$ cat src/rtl/fcs_pkg.sv
package fcs_pkg;
  localparam int unsigned CHIP_LEN = 8;
  localparam int unsigned HALF_LEN = CHIP_LEN / 2;
  localparam int unsigned NUM_SETS = 4;
  localparam int unsigned SET_W    = $clog2(NUM_SETS);
  localparam int unsigned IDX_W    = SET_W + 1;
  localparam int unsigned RATE_W   = 5;

  typedef logic [CHIP_LEN-1:0] chip_word_t;
  typedef logic [SET_W-1:0]    set_t;

  function automatic logic [HALF_LEN-1:0] base_row(input int unsigned s);
    case (s)
      0:       return 4'b1110;
      1:       return 4'b1101;
      2:       return 4'b1011;
      default: return 4'b0111;
    endcase
  endfunction

  // phase 1 negates the second half: orthogonal partner of phase 0
  function automatic chip_word_t code_word(input int unsigned s, input int unsigned p);
    logic [HALF_LEN-1:0] r;
    r = base_row(s);
    return (p != 0) ? {r, ~r} : {r, r};
  endfunction

  function automatic logic [RATE_W-1:0] rate_for(input set_t s);
    case (s)
      2'd0:    return RATE_W'(30);
      2'd1:    return RATE_W'(20);
      2'd2:    return RATE_W'(15);
      default: return RATE_W'(10);
    endcase
  endfunction
endpackage

$ cat src/rtl/frame_code_sel.sv
module frame_code_sel
  import fcs_pkg::*;
(
  input  logic clk_i,
  input  logic rst_ni,
  input  logic frame_start_i,
  input  set_t dist_class_i,
  output set_t set_o,
  output logic phase_o
);
  logic started_q;
  set_t set_q;
  logic phase_q;

  always_ff @(posedge clk_i or negedge rst_ni) begin
    if (!rst_ni) begin
      started_q <= 1'b0;
      set_q     <= '0;
      phase_q   <= 1'b0;
    end else if (frame_start_i) begin
      started_q <= 1'b1;
      if (!started_q || dist_class_i != set_q) begin
        set_q   <= dist_class_i;
        phase_q <= 1'b0;
      end else begin
        phase_q <= ~phase_q;
      end
    end
  end

  assign set_o   = set_q;
  assign phase_o = phase_q;
endmodule

$ cat src/rtl/code_rom.sv
module code_rom
  import fcs_pkg::*;
(
  input  set_t       set_i,
  input  logic       phase_i,
  output chip_word_t word_o
);
  localparam int unsigned ENTRIES = NUM_SETS * 2;

  chip_word_t rom [ENTRIES];

  for (genvar g = 0; g < ENTRIES; g++) begin : g_entry
    assign rom[g] = code_word(g / 2, g % 2);
  end

  assign word_o = rom[{set_i, phase_i}];
endmodule

$ cat src/rtl/chip_serializer.sv
module chip_serializer #(
  parameter int unsigned CHIP_LEN = 8
) (
  input  logic                clk_i,
  input  logic                rst_ni,
  input  logic                bit_valid_i,
  input  logic                bit_i,
  input  logic [CHIP_LEN-1:0] word_i,
  output logic                bit_ready_o,
  output logic                chip_valid_o,
  output logic                chip_o
);
  localparam int unsigned CNT_W = $clog2(CHIP_LEN);
  localparam logic [CNT_W-1:0] LAST = CNT_W'(CHIP_LEN - 1);

  logic                busy_q;
  logic [CNT_W-1:0]    cnt_q;
  logic [CHIP_LEN-1:0] sh_q;
  logic                last, take;

  assign last = busy_q && (cnt_q == LAST);
  assign bit_ready_o = !busy_q || last;
  assign take = bit_valid_i && bit_ready_o;

  always_ff @(posedge clk_i or negedge rst_ni) begin
    if (!rst_ni) begin
      busy_q <= 1'b0;
      cnt_q  <= '0;
      sh_q   <= '0;
    end else if (take) begin
      busy_q <= 1'b1;
      cnt_q  <= '0;
      sh_q   <= word_i ^ {CHIP_LEN{~bit_i}};
    end else if (busy_q) begin
      sh_q  <= sh_q << 1;
      cnt_q <= cnt_q + CNT_W'(1);
      if (last) busy_q <= 1'b0;
    end
  end

  assign chip_valid_o = busy_q;
  assign chip_o       = sh_q[CHIP_LEN-1];
endmodule

$ cat src/rtl/frame_code_spreader.sv
module frame_code_spreader
  import fcs_pkg::*;
(
  input  logic              clk_i,
  input  logic              rst_ni,
  input  logic              frame_start_i,
  input  logic [1:0]        dist_class_i,
  input  logic              bit_valid_i,
  input  logic              bit_i,
  output logic              bit_ready_o,
  output logic              chip_valid_o,
  output logic              chip_o,
  output logic [2:0]        code_idx_o,
  output logic [4:0]        rate_hz_o
);
  set_t       set_w;
  logic       phase_w;
  chip_word_t word_w;

  frame_code_sel i_sel (
    .clk_i        (clk_i),
    .rst_ni       (rst_ni),
    .frame_start_i(frame_start_i),
    .dist_class_i (dist_class_i),
    .set_o        (set_w),
    .phase_o      (phase_w)
  );

  code_rom i_rom (
    .set_i  (set_w),
    .phase_i(phase_w),
    .word_o (word_w)
  );

  chip_serializer #(.CHIP_LEN(CHIP_LEN)) i_ser (
    .clk_i       (clk_i),
    .rst_ni      (rst_ni),
    .bit_valid_i (bit_valid_i),
    .bit_i       (bit_i),
    .word_i      (word_w),
    .bit_ready_o (bit_ready_o),
    .chip_valid_o(chip_valid_o),
    .chip_o      (chip_o)
  );

  assign code_idx_o = {set_w, phase_w};
  assign rate_hz_o  = rate_for(set_w);
endmodule

$ cat config.mk
export PLATFORM = sky130hd
export DESIGN_NAME = frame_code_spreader
export DESIGN_NICKNAME = d
export VERILOG_FILES = /design/src/rtl/fcs_pkg.sv /design/src/rtl/frame_code_sel.sv /design/src/rtl/code_rom.sv /design/src/rtl/chip_serializer.sv /design/src/rtl/frame_code_spreader.sv
export SDC_FILE = /design/constraint.sdc
export NUM_CORES = 1
export LEC_CHECK = 0
export BUFFER_PORTS_ARGS = -buffer_cell sky130_fd_sc_hd__buf_2
export CAP_MARGIN = 25
export CELL_PAD_IN_SITES_DETAIL_PLACEMENT = 1
export CELL_PAD_IN_SITES_GLOBAL_PLACEMENT = 2
export CORE_MARGIN = 2
export CORE_UTILIZATION = 29
export CTS_CLUSTER_DIAMETER = 40
export DETAILED_ROUTE_END_ITERATION = 12
export GPL_ROUTABILITY_DRIVEN = 0
export HOLD_SLACK_MARGIN = 0.03
export PLACE_DENSITY_LB_ADDON = 0.2
export SYNTH_ARGS = -nofsm -noshare
export SYNTH_HDL_FRONTEND = slang
export SYNTH_SLANG_ARGS = --single-unit
$ cat constraint.sdc
create_clock -name clk_i -period 1.6 [get_ports clk_i]
set_input_delay 0.08 -clock clk_i [delete_from_list [all_inputs] [get_ports clk_i]]
set_output_delay 0.08 -clock clk_i [all_outputs]
set_load 0.02 [all_outputs]
# Word level (Yosys, flattened, before mapping)
# Memory sizes are Yosys's and may differ from the RTL's.
# Cells that the tools add are included.
op_classes:
  bitwise_logic: 4
  reduce_logical: 9
  n_addsub: 1
  n_lt_le_gt_ge: 1
  n_eq_ne: 4
  n_mux: 11
ops:
  columns: ["operator", "n"]
  rows:
  - ["8-bit two-way mux", 4]
  - ["5-bit one-hot mux with 3 select lines", 1]
  - ["8-bit XOR", 1]
  - ["3-bit two-way mux", 2]
  - ["4-bit greater-or-equal comparator (second input constant)", 1]
  - ["1-bit two-way mux", 4]
  - ["3-bit NOT with 4-bit output", 1]
  - ["3-bit by 1-bit adder with 3-bit output (second input constant)", 1]
  - ["3-bit equality test (second input constant)", 1]
  - ["2-bit by 1-bit equality test with 1-bit output (second input constant)", 1]
  - ["2-bit equality test (second input constant)", 1]
  - ["1-bit logical AND", 2]
  - ["1-bit zero test", 2]
  - ["2-bit zero test", 1]
  - ["1-bit logical OR", 2]
  - ["2-bit != test", 1]
  - ["1-bit NOT", 2]
  - ["2-bit AND reduction", 1]
  - ["2-bit nonzero test", 1]
word_totals:
  output_inout_bits: 11
  inputBits: 7
  mem_count: 1
  reg_bits: 16
  rom_bits: 64
  elab_cells: 37
mem_list:
  columns: ["name", "depth", "width", "read_ports", "rd_clocked_by_memory_dff", "write_ports", "line_no", "rtl"]
  rows:
  - ["(no name shown)", 8, 8, 1, 0, 0, "code_rom.sv:16", "assign word_o = rom[{set_i, phase_i}];"]

# Longest topological paths before layout
# Gate-level depths: netlist of the first run.
depth:
  word_depth: 6
  mapped_depth: 6
  mapped_depth_nobuf: 6

# By module
# A second synthesis of the first run with hierarchy kept.
hier_totals:
  cells_unflattened: 93
  hier_area_um2: 939.7
modules_own_cells:
  columns: ["mod", "instances", "seq_area_each_um2", "area_each_um2", "cells_per_inst"]
  rows:
  - ["chip_serializer", 1, 300.3, 616.8, 59]
  - ["frame_code_sel", 1, 100.1, 172.7, 12]
  - ["code_rom", 1, 0.0, 112.6, 16]
  - ["frame_code_spreader", 1, 0.0, 37.5, 6]

# Least setup slack after synthesis of the first run
# OpenSTA, ideal clock, no wires.
synth_path:
  kind: "register to register"
  start: "reg i_sel.set_q[0] (netlist: i_sel.set_o[0])"
  end: "reg i_ser.sh_q[1]"
  setup_time_ps: 126
  slack_ps: -97
  path_stages_with_launch: 7
  path_buffers: 0
  arrival_ps: 1571
  synth_period_minus_slack_ps: 1697
  required_ps: 1474
  path_cell_list: "dfrtp_1 inv_1 ha_1 mux2i_1 xor2_1 nor2_1 a221o_1"
synth_between:
  elab_chain_cells: 6
synth_lines:
  columns: ["item", "line_no", "rtl"]
  rows:
  - ["start, declared", "frame_code_sel.sv:12", "set_t set_q;"]
  - ["start signal, assigned", "frame_code_sel.sv:23", "set_q <= dist_class_i;"]
  - ["3-bit NOT with 4-bit output (implied by the code)", "code_rom.sv:16", null]
  - ["memory read 8 x 8 bit", null, null]
  - ["8-bit two-way mux (implied by the code) (2 in a row)", "code_rom.sv:16", null]
  - ["8-bit XOR", "chip_serializer.sv:33", "sh_q <= word_i ^ {CHIP_LEN{~bit_i}};"]
  - ["8-bit two-way mux", "chip_serializer.sv:30", "end else if (take) begin"]
  - ["end signal, assigned", "chip_serializer.sv:33", null]
  - ["end signal, assigned", "chip_serializer.sv:35", "sh_q <= sh_q << 1;"]
  - ["end, declared", "chip_serializer.sv:18", "logic [CHIP_LEN-1:0] sh_q;"]
# No other way between the ends. The select of a mux whose other input is x is not followed.
# A chain may end at the register's enable or synchronous reset.

# Worst setup path in the final report of the first run
layout_path:
  start: "reg i_ser.cnt_q[0]"
  end: "reg i_ser.sh_q[1]"
layout_between:
  elab_chain_cells: 5
  elab_cells_between_ends: 6
  classes_between: "eq/ne: 1; mux: 1; reduce/logical: 4"
layout_lines:
  columns: ["item", "line_no", "rtl"]
  rows:
  - ["start, declared", "chip_serializer.sv:17", "logic [CNT_W-1:0] cnt_q;"]
  - ["start signal, assigned", "chip_serializer.sv:36", "cnt_q <= cnt_q + CNT_W'(1);"]
  - ["3-bit equality test (*)", "chip_serializer.sv:21", "assign last = busy_q && (cnt_q == LAST);"]
  - ["1-bit logical AND (*)", "chip_serializer.sv:21", null]
  - ["1-bit logical OR (*)", "chip_serializer.sv:22", "assign bit_ready_o = !busy_q || last;"]
  - ["1-bit logical AND (*)", "chip_serializer.sv:23", "assign take = bit_valid_i && bit_ready_o;"]
  - ["8-bit two-way mux or 2-bit nonzero test (tied branches)", null, null]
# Mark *: on every way between the ends. The rest lies on a longest branch, timed or not.

==> results of run 1 <==
-- critical path, stage by stage (launching register included) --
cell and delay (ns):
dfrtp_1 0.40, ha_1 0.21, ha_2 0.17, nand2b_4 0.16, nand2_4 0.12, nor2_1 0.06, a221o_1 0.28
-- cell type report --
class,instances,area share
sequential,16,0.357
multi-input combinational,63,0.421
timing repair buffer,27,0.149
inverter,4,0.0133
clock buffer,4,0.0233
tap,33,0.0367
-- timing repair --
item	CTS	global route
pin swaps	1	1
hold buffers	3	0
setup endpoints to repair	5	8
endpoints found under the hold margin	18	0
buffers inserted	2	0
gates resized for setup	2	7
-- where the power goes --
group,leakage [uW],internal [uW],switching [uW]
registers,0.000197,533,100
clock network,0.0000150,96.9,126
logic,0.000296,330,348
total,0.000508,960,574
-- cells by family (layout without fill, tap and decap cells) --
family,after synthesis,in the layout,share of synthesized area
fa+ha+maj,4,4,0.0561
compound gates,20,20,0.147
buf+inv,10,35,0.0659
flops,16,16,0.449
simple gates,27,27,0.161
mux,2,2,0.0224
xor+xnor,10,10,0.0982
-- cell usage after synthesis --
cell / count
a21oi_1: 5
a221o_1: 5
a31oi_1: 1
a32oi_1: 1
and2_4: 1
buf_2: 2
buf_4: 3
buf_6: 1
dfrtp_1: 16
ha_1: 4
inv_1: 4
mux2i_1: 2
nand2_1: 9
nand2b_1: 2
nand2b_2: 1
nand4_1: 1
nor2_1: 6
nor2_2: 1
nor2_4: 1
nor2b_2: 1
nor3_1: 1
nor3b_1: 1
o21ai_0: 7
o22ai_1: 1
or2_0: 1
or2_2: 1
xnor2_1: 5
xor2_1: 5
-- placed cells by master (no fill, tap or decap) --
| master | n |
|---|---|
| a32oi_1 | 1 |
| dlygate4sd3_1 | 3 |
| xnor2_1 | 5 |
| nor2_4 | 2 |
| a21oi_1 | 5 |
| buf_2 | 17 |
| nor2_1 | 6 |
| a221o_1 | 5 |
| or2_2 | 1 |
| or2_0 | 1 |
| mux2i_1 | 1 |
| nor2b_2 | 1 |
| clkbuf_1 | 1 |
| nand4_1 | 1 |
| mux2i_2 | 1 |
| clkbuf_4 | 3 |
| xor2_1 | 5 |
| ha_4 | 1 |
| nand2b_1 | 2 |
| ha_2 | 1 |
| a31oi_1 | 1 |
| buf_4 | 7 |
| nand2b_4 | 1 |
| dfrtp_1 | 15 |
| ha_1 | 2 |
| inv_2 | 2 |
| o21ai_0 | 7 |
| o22ai_1 | 1 |
| inv_1 | 2 |
| nor3_2 | 1 |
| nand2_1 | 8 |
| nand2_4 | 1 |
| dfrtp_2 | 1 |
| and2_4 | 1 |
| nor3b_1 | 1 |
-- routing by layer --
metal | wire length [um] | up-vias
li1 | - | 356
met1 | 911 | 333
met2 | 990 | 12
met3 | 60 | 4
met4 | 36 | 0
met5 | 0 | -
-- final timing paths --
check | endpoint | slack [ns] | cells after the start
setup / recovery | i_ser.sh_q[1] | 0.09 | 6
hold / removal | i_sel.set_o[0] | 0.05 | 2
setup reg to reg | i_ser.sh_q[1] | 0.09 | 6
hold reg to reg | i_sel.started_q | 0.49 | 1
max in group asynchronous | i_sel.set_o[0] | 1.07 | 2
min in group asynchronous | i_ser.sh_q[2] | 0.23 | 2
-- registers in the layout (all words and copies together), names as in the netlist --
register / cells
i_ser.sh_q: 8
i_ser.cnt_q: 3
i_sel.set_o: 2
i_sel.phase_o: 1
i_sel.started_q: 1
i_ser.chip_valid_o: 1
-- metrics by stage --
stage / hold WS, ns / TNS, ns / utilization / setup WS, ns / std cells
2_1_floorplan: -0.216 / 0 / - / 0.0131 / 89
3_3_place_gp: 0.0235 / 0 / 0.341 / 0.0237 / 138
3_5_place_dp: 0.0297 / -0.0405 / 0.341 / -0.0203 / 138
4_1_cts: 0.0359 / 0 / 0.368 / 0.0223 / 147
5_1_grt: 0.0610 / -0.00767 / 0.378 / -0.00767 / 147
6_report: 0.0459 / 0 / 0.378 / 0.0925 / 147
==> results.sh, run 1 <==
export IMPL_initial_utilization=0.300
export IMPL_drt_pass1_iter_count=3
export IMPL_grt_pass1_wl_mm=3.58
export IMPL_avgRoutedWirePerCell_um=13.6
export IMPL_clock_latency_ns=0.29
export IMPL_multi_input_area_sq_um=474
export IMPL_yosysSeqAreaShare=0.449
export IMPL_final_hold_viol_count=0
export IMPL_maxCapViolCount=0
export IMPL_slew_violations=0
export IMPL_antenna_found_initial=0
export IMPL_use_met2=0.224
export IMPL_top_usage_layer="met2"
export IMPL_via_per_inst=4.80
export IMPL_avgSynthCellArea_sq_um=10.0
export IMPL_place_area_sq_mm=0.00102
export IMPL_hp_class="in -> reg"
export IMPL_num_rows=20
export IMPL_status="finished clean"
export IMPL_syn_num_nets=100
export IMPL_gr_total_overflow=0
export IMPL_synth_area_leader_cell="dfrtp_1"
export IMPL_vias=705
export IMPL_cp_startpoint="i_ser.cnt_q[0]"
export IMPL_fp_dieH_um=59.5
export IMPL_routed_wirelength_mm=2.00
export IMPL_clk_pin_slew_ns=0.09
export IMPL_power_density_mw_per_mm2=1360
export IMPL_die_w_um=59.5
export IMPL_tightest_slew_ns=0.395
export IMPL_nFillCells=353
export IMPL_clock_skew_final_ns=0.00697
export IMPL_regArea_sq_um=402
export IMPL_fin_area_sq_mm=0.00113
export IMPL_ios=18
export IMPL_cts_tree="yes"
export IMPL_ys_ff_latch=16
export IMPL_cts_buffer_depth=2
export IMPL_final_nets=126
export IMPL_start_kind="flop"
export IMPL_post_route_period_util=0.942
export IMPL_path_max_fanout=8
export IMPL_drt_iter0_markers=10
export IMPL_critPathArrivalTime_ns=1.68
export IMPL_critPathKind="reg -> reg"
export IMPL_clock_root_buffer="clkbuf_4"
export IMPL_period_minus_slack_ns=1.51
export IMPL_grt_use_total=0.138
export IMPL_dp_hpwl_mm=1.47
export IMPL_grt_max_degree=17
export IMPL_met3_usage=0.0328
export IMPL_yosys_area_top_type_share=0.449
export IMPL_synth_distinct_cells=28
export IMPL_grt_pass1_vias=767
export IMPL_numCtsBuffers=3
export IMPL_drc=0
export IMPL_diodes=0
export IMPL_dieArea_sq_mm=0.00354
export IMPL_timing_fmax_ghz=0.663
export IMPL_setup_viol=0
export IMPL_timing_slew_headroom=0.737
export IMPL_worstSetupEndpointType="flop"
export IMPL_synth_area_top_cells="dfrtp_1 45%, a221o_1 5.6%, ha_1 5.6%"
export IMPL_netlist_area_sq_um=892
export IMPL_portBuffers=17
export IMPL_core_area_sq_mm=0.00298
export IMPL_ant_nets=0
export IMPL_areaGrowthSynthToFinish_pct=26.2
export IMPL_power_leakage_uw=0.000508
export IMPL_clock_sinks=16
export IMPL_htreeDepth=1
export IMPL_yosys_warnings=0
export IMPL_rr_startpoint="i_ser.cnt_q[0]"
export IMPL_total_power_uw=1530
export IMPL_ir_worst_vdd_mv=0.390
export IMPL_hold_start="frame_start_i"
export IMPL_postSynthCellCount=89
export IMPL_layout_drive_gt1_share=0.360
export IMPL_required_ns=1.77
export IMPL_grt_util_met1=0.173
Note: power is estimated with default switching activity, not from simulation.
==> run 2, diff against run 1 <==
--- a/config.mk
+++ b/config.mk
@@ -10,7 +10,7 @@
 export CELL_PAD_IN_SITES_DETAIL_PLACEMENT = 1
 export CELL_PAD_IN_SITES_GLOBAL_PLACEMENT = 2
 export CORE_MARGIN = 2
-export CORE_UTILIZATION = 29
+export CORE_UTILIZATION = 32
 export CTS_CLUSTER_DIAMETER = 40
 export DETAILED_ROUTE_END_ITERATION = 12
 export GPL_ROUTABILITY_DRIVEN = 0
==> constraint.sdc (replaced) <==
create_clock -name clk_i -period 1.7 [get_ports clk_i]
set_input_delay 0.085 -clock clk_i [delete_from_list [all_inputs] [get_ports clk_i]]
set_output_delay 0.085 -clock clk_i [all_outputs]
set_load 0.02 [all_outputs]
==> results.sh, run 2 (synthesis results as in run 1) <==
export IMPL_htreeDepth=1
export IMPL_start_kind="flop"
export IMPL_largest_register_ffs=8
export IMPL_slew_violations=0
export IMPL_clock_root_buffer="clkbuf_4"
export IMPL_grt_pass1_wl_mm=3.30
export IMPL_final_hold_viol_count=0
export IMPL_numCtsBuffers=3
export IMPL_via_per_inst=4.82
export IMPL_antenna_found_initial=0
export IMPL_areaGrowthSynthToFinish_pct=20.6
export IMPL_tightest_slew_ns=0.394
export IMPL_critPathKind="reg -> out"
export IMPL_timing_fmax_ghz=0.630
export IMPL_cts_buffer_depth=2
export IMPL_clock_sinks=16
export IMPL_max_flop_register="i_ser.sh_q"
export IMPL_cts_tree="yes"
export IMPL_post_route_period_util=0.933
export IMPL_num_rows=19
export IMPL_tns_ns=0
export IMPL_avgRoutedWirePerCell_um=12.8
export IMPL_layout_commonest_cell="buf_2"
export IMPL_die_w_um=56.8
export IMPL_fp_dieH_um=56.8
export IMPL_rsz0062_at_grt="false"
export IMPL_final_nets=122
export IMPL_gr_total_overflow=0
export IMPL_setup_viol=0
export IMPL_path_max_fanout=4
export IMPL_clk_pin_slew_ns=0.10
export IMPL_dieArea_sq_mm=0.00323
export IMPL_dp_hpwl_mm=1.35
export IMPL_required_ns=1.62
export IMPL_drt_iter0_markers=7
export IMPL_layout_drive_gt1_share=0.273
export IMPL_drc=0
export IMPL_vias=679
export IMPL_initial_utilization=0.329
export IMPL_clock_latency_ns=0.30
export IMPL_fin_util=0.397
export IMPL_drt_pass1_iter_count=3
export IMPL_ant_nets=0
export IMPL_grt_pass1_vias=703
export IMPL_clock_skew_final_ns=0.00249
export IMPL_ios=18
export IMPL_post_cts_buffers=0
export IMPL_ir_worst_vdd_mv=0.635
export IMPL_routed_wirelength_mm=1.80
export IMPL_timing_slew_headroom=0.737
export IMPL_critPathArrivalTime_ns=1.50
export IMPL_worstSetupEndpointType="primary output"
export IMPL_hp_class="in -> reg"
export IMPL_grt_use_total=0.135
export IMPL_final_cell_mix="17 x buf_2, 16 x dfrtp_1, 8 x nand2_1"
export IMPL_portBuffers=17
export IMPL_period_minus_slack_ns=1.59
export IMPL_core_area_sq_mm=0.00271
export IMPL_power_density_mw_per_mm2=1310
export IMPL_grt_max_degree=17
export IMPL_power_leakage_uw=0.000494
export IMPL_diodes=0
export IMPL_status="finished clean"
export IMPL_maxCapViolCount=0
==> run 2: changes by cell type in the layout (fill, tap and decap cells not counted), moves of 2 or more <==
cell	before	now
inv_2	2	0
inv_1	2	4
ha_1	2	4
buf_4	7	2
==> run 2: final cells by class <==
type,instances,area (sq um)
Clock buffer,4,36.3
Fill cell,326,1630
Inverter,4,15.0
Multi-Input combinational cell,63,445
Sequential cell,16,400
Tap cell,31,38.8
Timing Repair Buffer,23,140
==> run 2: per-stage QoR <==
| stage | std cells | hold WS (ns) | area, sq um | total power (uW) | setup WS (ns) |
|---|---|---|---|---|---|
| after floorplan | 89 | -0.211 | 892 | 997 | 0.00340 |
| after global placement | 133 | 0.0323 | 987 | 1120 | 0.0558 |
| after detailed placement | 133 | 0.0329 | 987 | 1140 | 0.00607 |
| after CTS | 141 | 0.104 | 1070 | 1420 | 0.0548 |
| after global routing | 141 | 0.125 | 1080 | 1540 | 0.0118 |
| final | 141 | 0.133 | 1080 | 1410 | 0.113 |
==> run 2: worst max-delay path, stage by stage (launching register included) <==
cell and delay [ns]:
dfrtp_1 0.41, ha_1 0.20, ha_1 0.19, nand2b_2 0.22, buf_2 0.19
==> run 2: worst paths after layout <==
check / from / endpoint / slack, ns / cells past startpoint
max: i_ser.cnt_q[0] / bit_ready_o / 0.11 / 4
min: bit_valid_i / i_ser.chip_valid_o / 0.13 / 2
max reg2reg: i_ser.cnt_q[0] / i_ser.sh_q[6] / 0.13 / 6
min reg2reg: i_sel.started_q / i_sel.started_q / 0.48 / 1
max in group asynchronous: rst_ni / i_ser.cnt_q[2] / 1.19 / 2
min in group asynchronous: rst_ni / i_ser.chip_valid_o / 0.23 / 2
==> run 2: per-layer routing <==
metal,global-route usage,routed length [um]
met1,0.162,830
met2,0.216,839
met3,0.0484,98
met4,0.0598,33
met5,0,0
==> run 2: where the power goes <==
part           leakage [uW]  switching (uW)  total, uW  internal [uW]
clock network     0.0000210             134        265            131
logic              0.000275             299        552            253
registers          0.000198            88.4        590            501
total              0.000494             521       1410            885
==> run 2: repair_timing <==
item | CTS | global route
hold buffers | 4 | 0
resized for setup | 1 | 2
pin swaps | 0 | 0
endpoints found under the hold margin | 19 | 0
setup endpoints to repair | 2 | 5
